## config.mk

```make
export PLATFORM = sky130hd
export DESIGN_NAME = dbg_seq
export DESIGN_NICKNAME = d
export VERILOG_FILES = /design/src/rtl/dbg_seq.sv
export SDC_FILE = /design/constraint.sdc
export NUM_CORES = 1
export LEC_CHECK = 0
export BUFFER_PORTS_ARGS = -buffer_cell sky130_fd_sc_hd__buf_4
export CORE_ASPECT_RATIO = 1.1
export CORE_MARGIN = 1.5
export CORE_UTILIZATION = 47
export CTS_CLUSTER_DIAMETER = 40
export DETAILED_ROUTE_END_ITERATION = 7
export PLACE_DENSITY = 0.8
export SLEW_MARGIN = 20
export SYNTH_ARGS = -nofsm -noshare
export SYNTH_HDL_FRONTEND = slang
export SYNTH_SLANG_ARGS = --single-unit
```

## constraint.sdc

```tcl
create_clock -name clk -period 3.3 [get_ports clk]
set_input_delay 0 -clock clk [delete_from_list [all_inputs] [get_ports clk]]
set_output_delay 0 -clock clk [all_outputs]
set_load 0.05 [all_outputs]
```

## src/rtl/dbg_seq.sv

```systemverilog
module dbg_seq #(
  parameter bit IS_APP      = 1'b1,
  parameter int KICK_PERIOD = 64,
  parameter int CNT_W       = 8,
  parameter int STAT_W      = 32
) (
  input  logic              clk,
  input  logic              rst_n,
  input  logic [39:0]       ctl,
  output logic              fl_rd,
  output logic              fl_wr,
  output logic              fl_erase,
  output logic [23:0]       fl_addr,
  output logic [7:0]        fl_wdata,
  input  logic              fl_done,
  input  logic [7:0]        fl_rdata,
  output logic              ru_read_all,
  output logic              ru_reconfig,
  input  logic              ru_done,
  input  logic [STAT_W-1:0] ru_status,
  output logic              wd_kick,
  output logic [7:0]        rd_q,
  output logic [STAT_W-1:0] st_q,
  output logic [CNT_W-1:0]  drop_cnt
);
  localparam int KW = (KICK_PERIOD > 2) ? $clog2(KICK_PERIOD) : 1;

  logic [4:0] trig, prev, rise;
  logic       pend, pend_rd;
  logic [KW-1:0] kc;

  assign trig = {ctl[6], ctl[5], ctl[4], ctl[1], ctl[0]};
  assign rise = trig & ~prev;

  wire [2:0]       req   = rise[4:2];
  wire [1:0]       nreq  = 2'(req[0]) + 2'(req[1]) + 2'(req[2]);
  wire             take  = !pend && (|req);
  wire [1:0]       ndrop = take ? nreq - 2'd1 : nreq;
  wire [CNT_W:0]   dsum  = {1'b0, drop_cnt} + (CNT_W+1)'(ndrop);
  wire             kwrap = (kc == KW'(KICK_PERIOD - 1));

  always_ff @(posedge clk) begin
    if (!rst_n) begin
      prev        <= trig;
      pend        <= 1'b0;
      pend_rd     <= 1'b0;
      fl_rd       <= 1'b0;
      fl_wr       <= 1'b0;
      fl_erase    <= 1'b0;
      fl_addr     <= '0;
      fl_wdata    <= '0;
      ru_read_all <= 1'b0;
      ru_reconfig <= 1'b0;
      wd_kick     <= 1'b0;
      kc          <= '0;
      rd_q        <= '0;
      st_q        <= '0;
      drop_cnt    <= '0;
    end else begin
      prev        <= trig;
      ru_read_all <= rise[0];
      ru_reconfig <= IS_APP & rise[1];
      fl_rd       <= take & req[0];
      fl_wr       <= take & ~req[0] & req[1];
      fl_erase    <= take & ~req[0] & ~req[1] & req[2];
      if (take) begin
        pend     <= 1'b1;
        pend_rd  <= req[0];
        fl_addr  <= ctl[31:8];
        fl_wdata <= ctl[39:32];
      end else if (fl_done) begin
        pend <= 1'b0;
      end
      if (fl_done && pend && pend_rd) rd_q <= fl_rdata;
      if (ru_done) st_q <= ru_status;
      drop_cnt <= dsum[CNT_W] ? '1 : dsum[CNT_W-1:0];
      kc       <= kwrap ? '0 : kc + 1'b1;
      wd_kick  <= kwrap & ~ctl[2];
    end
  end
endmodule


```

After elaboration in Yosys (flattened, before gate mapping)

Index checks and enable logic that the tools add are counted.

Register bits: 99
Input port bits: 84
Output and inout port bits: 86
Word-level logic and storage cells: 44

Add/subtract/negate cells: 5
Equal/unequal tests: 1
Mux-type cells: 4
Bitwise logic cells: 12
Reduce and logical (&&, ||, !) cells: 7

Operators with widths:

| cell                                              | count |
|---|---|
| adder 8 x 2 -> 9 bit                              | 1 |
| 2-to-1 mux 8 bit                                  | 1 |
| adder 6 x 1 -> 6 bit (second input constant)      | 1 |
| bitwise AND 1 bit                                 | 6 |
| == test 6 bit (second input constant)             | 1 |
| bitwise AND 5 bit                                 | 1 |
| NOT 5 bit                                         | 1 |
| NOT 1 bit                                         | 4 |
| logical AND 1 bit                                 | 3 |
| OR reduction 3 bit                                | 1 |
| adder 1 x 1 -> 2 bit                              | 1 |
| adder 2 x 1 -> 2 bit                              | 1 |
| 2-to-1 mux 1 bit                                  | 2 |
| 2-to-1 mux 2 bit                                  | 1 |
| nonzero test 2 bit                                | 1 |
| OR reduction 2 bit                                | 1 |
| subtractor 2 x 1 -> 2 bit (second input constant) | 1 |
| logical NOT 1 bit                                 | 1 |

Logic depth before layout (Yosys ltp)

Word-level depth: 8
Depth in mapped cells: 10
Depth with buffers taken out: 9

Worst setup path before layout

Ideal clock, no wire load.

Path type: register -> register
Start point: reg prev[2]
End point: reg drop_cnt[5]
Setup time: 120 ps
Arrival: 2,482 ps
Data required time: 3,180 ps
Slack: 698 ps
Cell stages (with the launch flop): 10
Buffers on the path: 0
Period minus slack after synthesis: 2,602 ps
Path through: dfxtp_1 and2b_2 xnor2_1 ha_1 a311o_2 xor2_1 fa_1 nand3_1 nor2_1 o31a_1

Longest elaborated chain between the ends: 8
Elaborated cells on any way between the ends: 10
Those cells by class: 4 x add/sub; 2 x mux; 2 x bitwise; 2 x reduce/logical

RTL lines:

| what                      | line | RTL |
|---|---|---|
| start: declaration        | 28   | `logic [4:0] trig, prev, rise;` |
| start signal: assignment  | 44   | `prev <= trig;` |
| start signal: assignment  | 60   | `prev <= trig;` |
| NOT 5 bit (*)             | 33   | `assign rise = trig & ~prev;` |
| bitwise AND 5 bit (*)     | 33   |  |
| adder 1 x 1 -> 2 bit      | 36   | `wire [1:0] nreq = 2'(req[0]) + 2'(req[1]) + 2'(req[2]);` |
| adder 2 x 1 -> 2 bit      | 36   |  |
| subtractor 2 x 1 -> 2 bit | 38   | `wire [1:0] ndrop = take ? nreq - 2'd1 : nreq;` |
| 2-to-1 mux 2 bit (*)      | 38   |  |
| adder 8 x 2 -> 9 bit (*)  | 39   | `wire [CNT_W:0] dsum = {1'b0, drop_cnt} + (CNT_W+1)'(ndrop);` |
| 2-to-1 mux 8 bit (*)      | 76   | `drop_cnt <= dsum[CNT_W] ? '1 : dsum[CNT_W-1:0];` |
| end signal: assignment    | 76   |  |
| end: declaration          | 24   | `output logic [CNT_W-1:0] drop_cnt` |

Every way passes the cells marked *; elsewhere a longest branch is shown, timed or not.
A chain may end at the register's enable or synchronous reset.

Worst setup path in the final report

Start point: reg prev[2]
End point: reg drop_cnt[6]

The elaborated chain is that of the path after synthesis.

==> flow_summary_export.csv <==
group,metric,value,unit
yosys,synth_area_leader_cell,"dfxtp_1",
sta,post-route-period-util,0.836,
yosys,seq_area_frac_synth,0.522,
placement,dpl_cell_area,5050,um2
floorplanning,core,7870,um2
sta,hold_violations,0,
yosys,yosys_register_bits,99,
hold_path,min_path_type,"input pin to flip-flop",
layout,area_growth,58.9,%
outcome,status,"complete, no violations",
critical_path,path_cells,"and2b_2, xnor2_1, ha_1, a311o_2, xor2_1, fa_1, and3_1, a31oi_1, a211oi_1",
yosys,synth_top_area_frac,0.522,
routing,wire_per_inst,15.2,um
routing,vias,3521,
critical_path,cp_slowest_stage_delay,0.50,ns
sta,timing.fmax,363,MHz
critical_path,crit_path_max_fanout,5,
clocking,tritoncts,"yes",
sta,fin_crit,2.76,ns
routing,viasPerCell,4.87,
routing,ant_nets,0,
layout,design_area,6030,um2
clocking,cts.clk_slew.worst_paths,0.10,ns
pwr,power_density,478,nW/um2
sta,slew_violations,0,
grt,gr-total-overflow,0,
critical_path,path_delay_family,"adder cells",
grt,grtUsageTotal,0.250,
clocking,cts_made_buffers,9,
layout,fin_nets,700,
yosys,netlist_instances,373,
sta,fin_skew,0.00858,ns
layout,instances_no_fill,723,
job,maxCapViolations,0,
floorplanning,start_util,0.482,
yosys,yosysWarnings,0,
critical_path,path_class,"flip-flop to flip-flop",
critical_path,crit_buf_inv,0,
floorplanning,num_rows,34,
sta,tightest_slew,0.681,ns
floorplanning,die_area,8620,um2
floorplanning,boundaryPins,170,
placement,placedCellCount,629,
clocking,cts_buffer_depth,2,
yosys,syn_avg_cell_area,10.2,um2
layout,n_fill_cell,477,
routing,drtIter0Drc,168,
sta,max_slew_margin,0.546,
layout,drive_gt1_frac,0.312,
sta,grt_setup_unrepaired,"no",
layout,diodes,0,
yosys,synth_nets,462,
routing,drc,0,
yosys,netlist_area,3790,um2
pwr,ir_drop,306,uV
yosys,ys.flop_type,"dfxtp_1",
clocking,cts_sinks,99,
clocking,clk_latency,0.35,ns
critical_path,critPathCaptureType,"flip-flop",
placement,port-buffer-count,167,
clocking,clock_tree.root_cell,"clkbuf_8",
pwr,leakage,2.89,nW
layout,ff_latch_area,1980,um2
floorplanning,fp.dieH,97.2,um
yosys,ys_top_cells_by_count,"dfxtp_1, mux2i_1, nand2_1, nor2_1, clkbuf_1",
layout,multi_input_comb_area,1650,um2
sta,setup_viol,0,
yosys,synth_edf_count,0,
sta,setup_tns,0,ns
floorplanning,die_width,88.7,um
critical_path,worst_ep_required_time,3.53,ns
routing,wl,11000,um
yosys,ys_types,41,
placement,hpwl,5980,um
grt,antenna_found_initial,0,
yosys,synth.area.top_cells,"dfxtp_1, mux2i_1, nand2_1",
yosys,synth_most_common_cell,"dfxtp_1",
critical_path,cp_data_arrival_time,2.98,ns
grt,grt_first_pass_wirelength,16900,um
placement,finalWeightedCongestion,0.825,
routing,drt_pass1_iterations,4,
grt,grt_max_degree,74,
critical_path,slowest_stage,"fa_1",
pwr,total_power,2.88,mW
grt,grt_pass1_vias,3485,
clocking,htree_levels,3,
critical_path,start_kind,"flip-flop",
yosys,ys_async_sr_fraction,0,
layout,post-route-util,0.766,
routing by layer:
layer  wire, um  track usage  part of all wire
met1       4640        0.292              0.42
met2       5100        0.417              0.46
met3       1020       0.0816             0.093
met4        219       0.0986             0.020
met5          0            0                 0
cells in the final DEF (no fill, tap or decap), drive strengths merged, types with 2 or more instances in the layout:
master / netlist / routed
nand3: 6 / 6
nand2: 68 / 68
nand2b: 4 / 4
mux2i: 72 / 72
clkinvlp: 0 / 3
nor3b: 2 / 2
xnor2: 2 / 2
a31oi: 4 / 4
clkbuf: 9 / 9
dlygate4sd3: 0 / 79
a21oi: 4 / 4
and3: 2 / 2
a211oi: 3 / 3
nor3: 3 / 3
nor4: 2 / 2
ha: 4 / 4
o21a: 4 / 4
buf: 12 / 169
xor2: 5 / 5
inv: 4 / 5
nor2: 48 / 48
o21ai: 3 / 3
dfxtp: 99 / 99
cell families after synthesis:
family          count (synthesis)  share of synthesized area
compound gates                 23                     0.0449
mux                            72                      0.190
simple gates                  142                      0.163
buf+inv                        25                     0.0432
xor+xnor                        7                     0.0181
flops                          99                      0.522
fa+ha+maj                       5                     0.0185
registers in the layout (all words and copies together) (netlist names):
name         flops
drop_cnt         8
fl_addr         24
fl_erase         1
fl_rd            1
fl_wdata         8
fl_wr            1
kc               6
pend             1
pend_rd          1
prev             5
rd_q             8
ru_read_all      1
ru_reconfig      1
st_q            32
wd_kick          1
what timing repair did:
item / in CTS / in global routing
hold endpoints to repair: 85 / 0
hold buffers: 79 / 0
resized for setup: 0 / 0
setup endpoints to repair: 0 / 0
setup buffers: 0 / 0
power breakdown:
part	switching [mW]	internal, mW	total [mW]	leakage [nW]
clock network	0.407	0.347	0.754	0.0877
logic	0.468	0.323	0.791	1.99
registers	0.0597	1.28	1.34	0.814
total	0.934	1.95	2.88	2.89
cell type report:
cell class | count | share of cell area
Tap cell | 108 | 0.0224
Sequential cell | 99 | 0.329
Clock inverter | 6 | 0.0110
Inverter | 4 | 0.00249
Multi-Input combinational cell | 249 | 0.273
Timing Repair Buffer | 248 | 0.342
Clock buffer | 9 | 0.0205
per-stage QoR:
step / hold slack (ns) / setup WS, ns
global route: 0.216 / 0.441
CTS: 0.184 / 0.536
finish: 0.203 / 0.542
floorplan: 0.0277 / 0.698
global placement: 0.112 / 0.626
detailed placement: 0.116 / 0.547
worst paths after layout:
kind | start | endpoint | slack, ns | cells after the start
worst min register to register | prev[0] | ru_read_all | 0.40 | 1
worst max register to register | prev[2] | drop_cnt[6] | 0.54 | 9
worst max-delay path | prev[2] | drop_cnt[6] | 0.54 | 9
worst min-delay path | rst_n | fl_wdata[6] | 0.20 | 3
worst register-to-register path: stages, from the launching register on:
cell and delay, ns:
dfxtp_1 0.33, and2b_2 0.24, xnor2_1 0.13, ha_1 0.34
a311o_2 0.38, xor2_1 0.19, fa_1 0.51, and3_1 0.26
a31oi_1 0.19, a211oi_1 0.07
No activity file was read; power rests on OpenSTA's default activity.
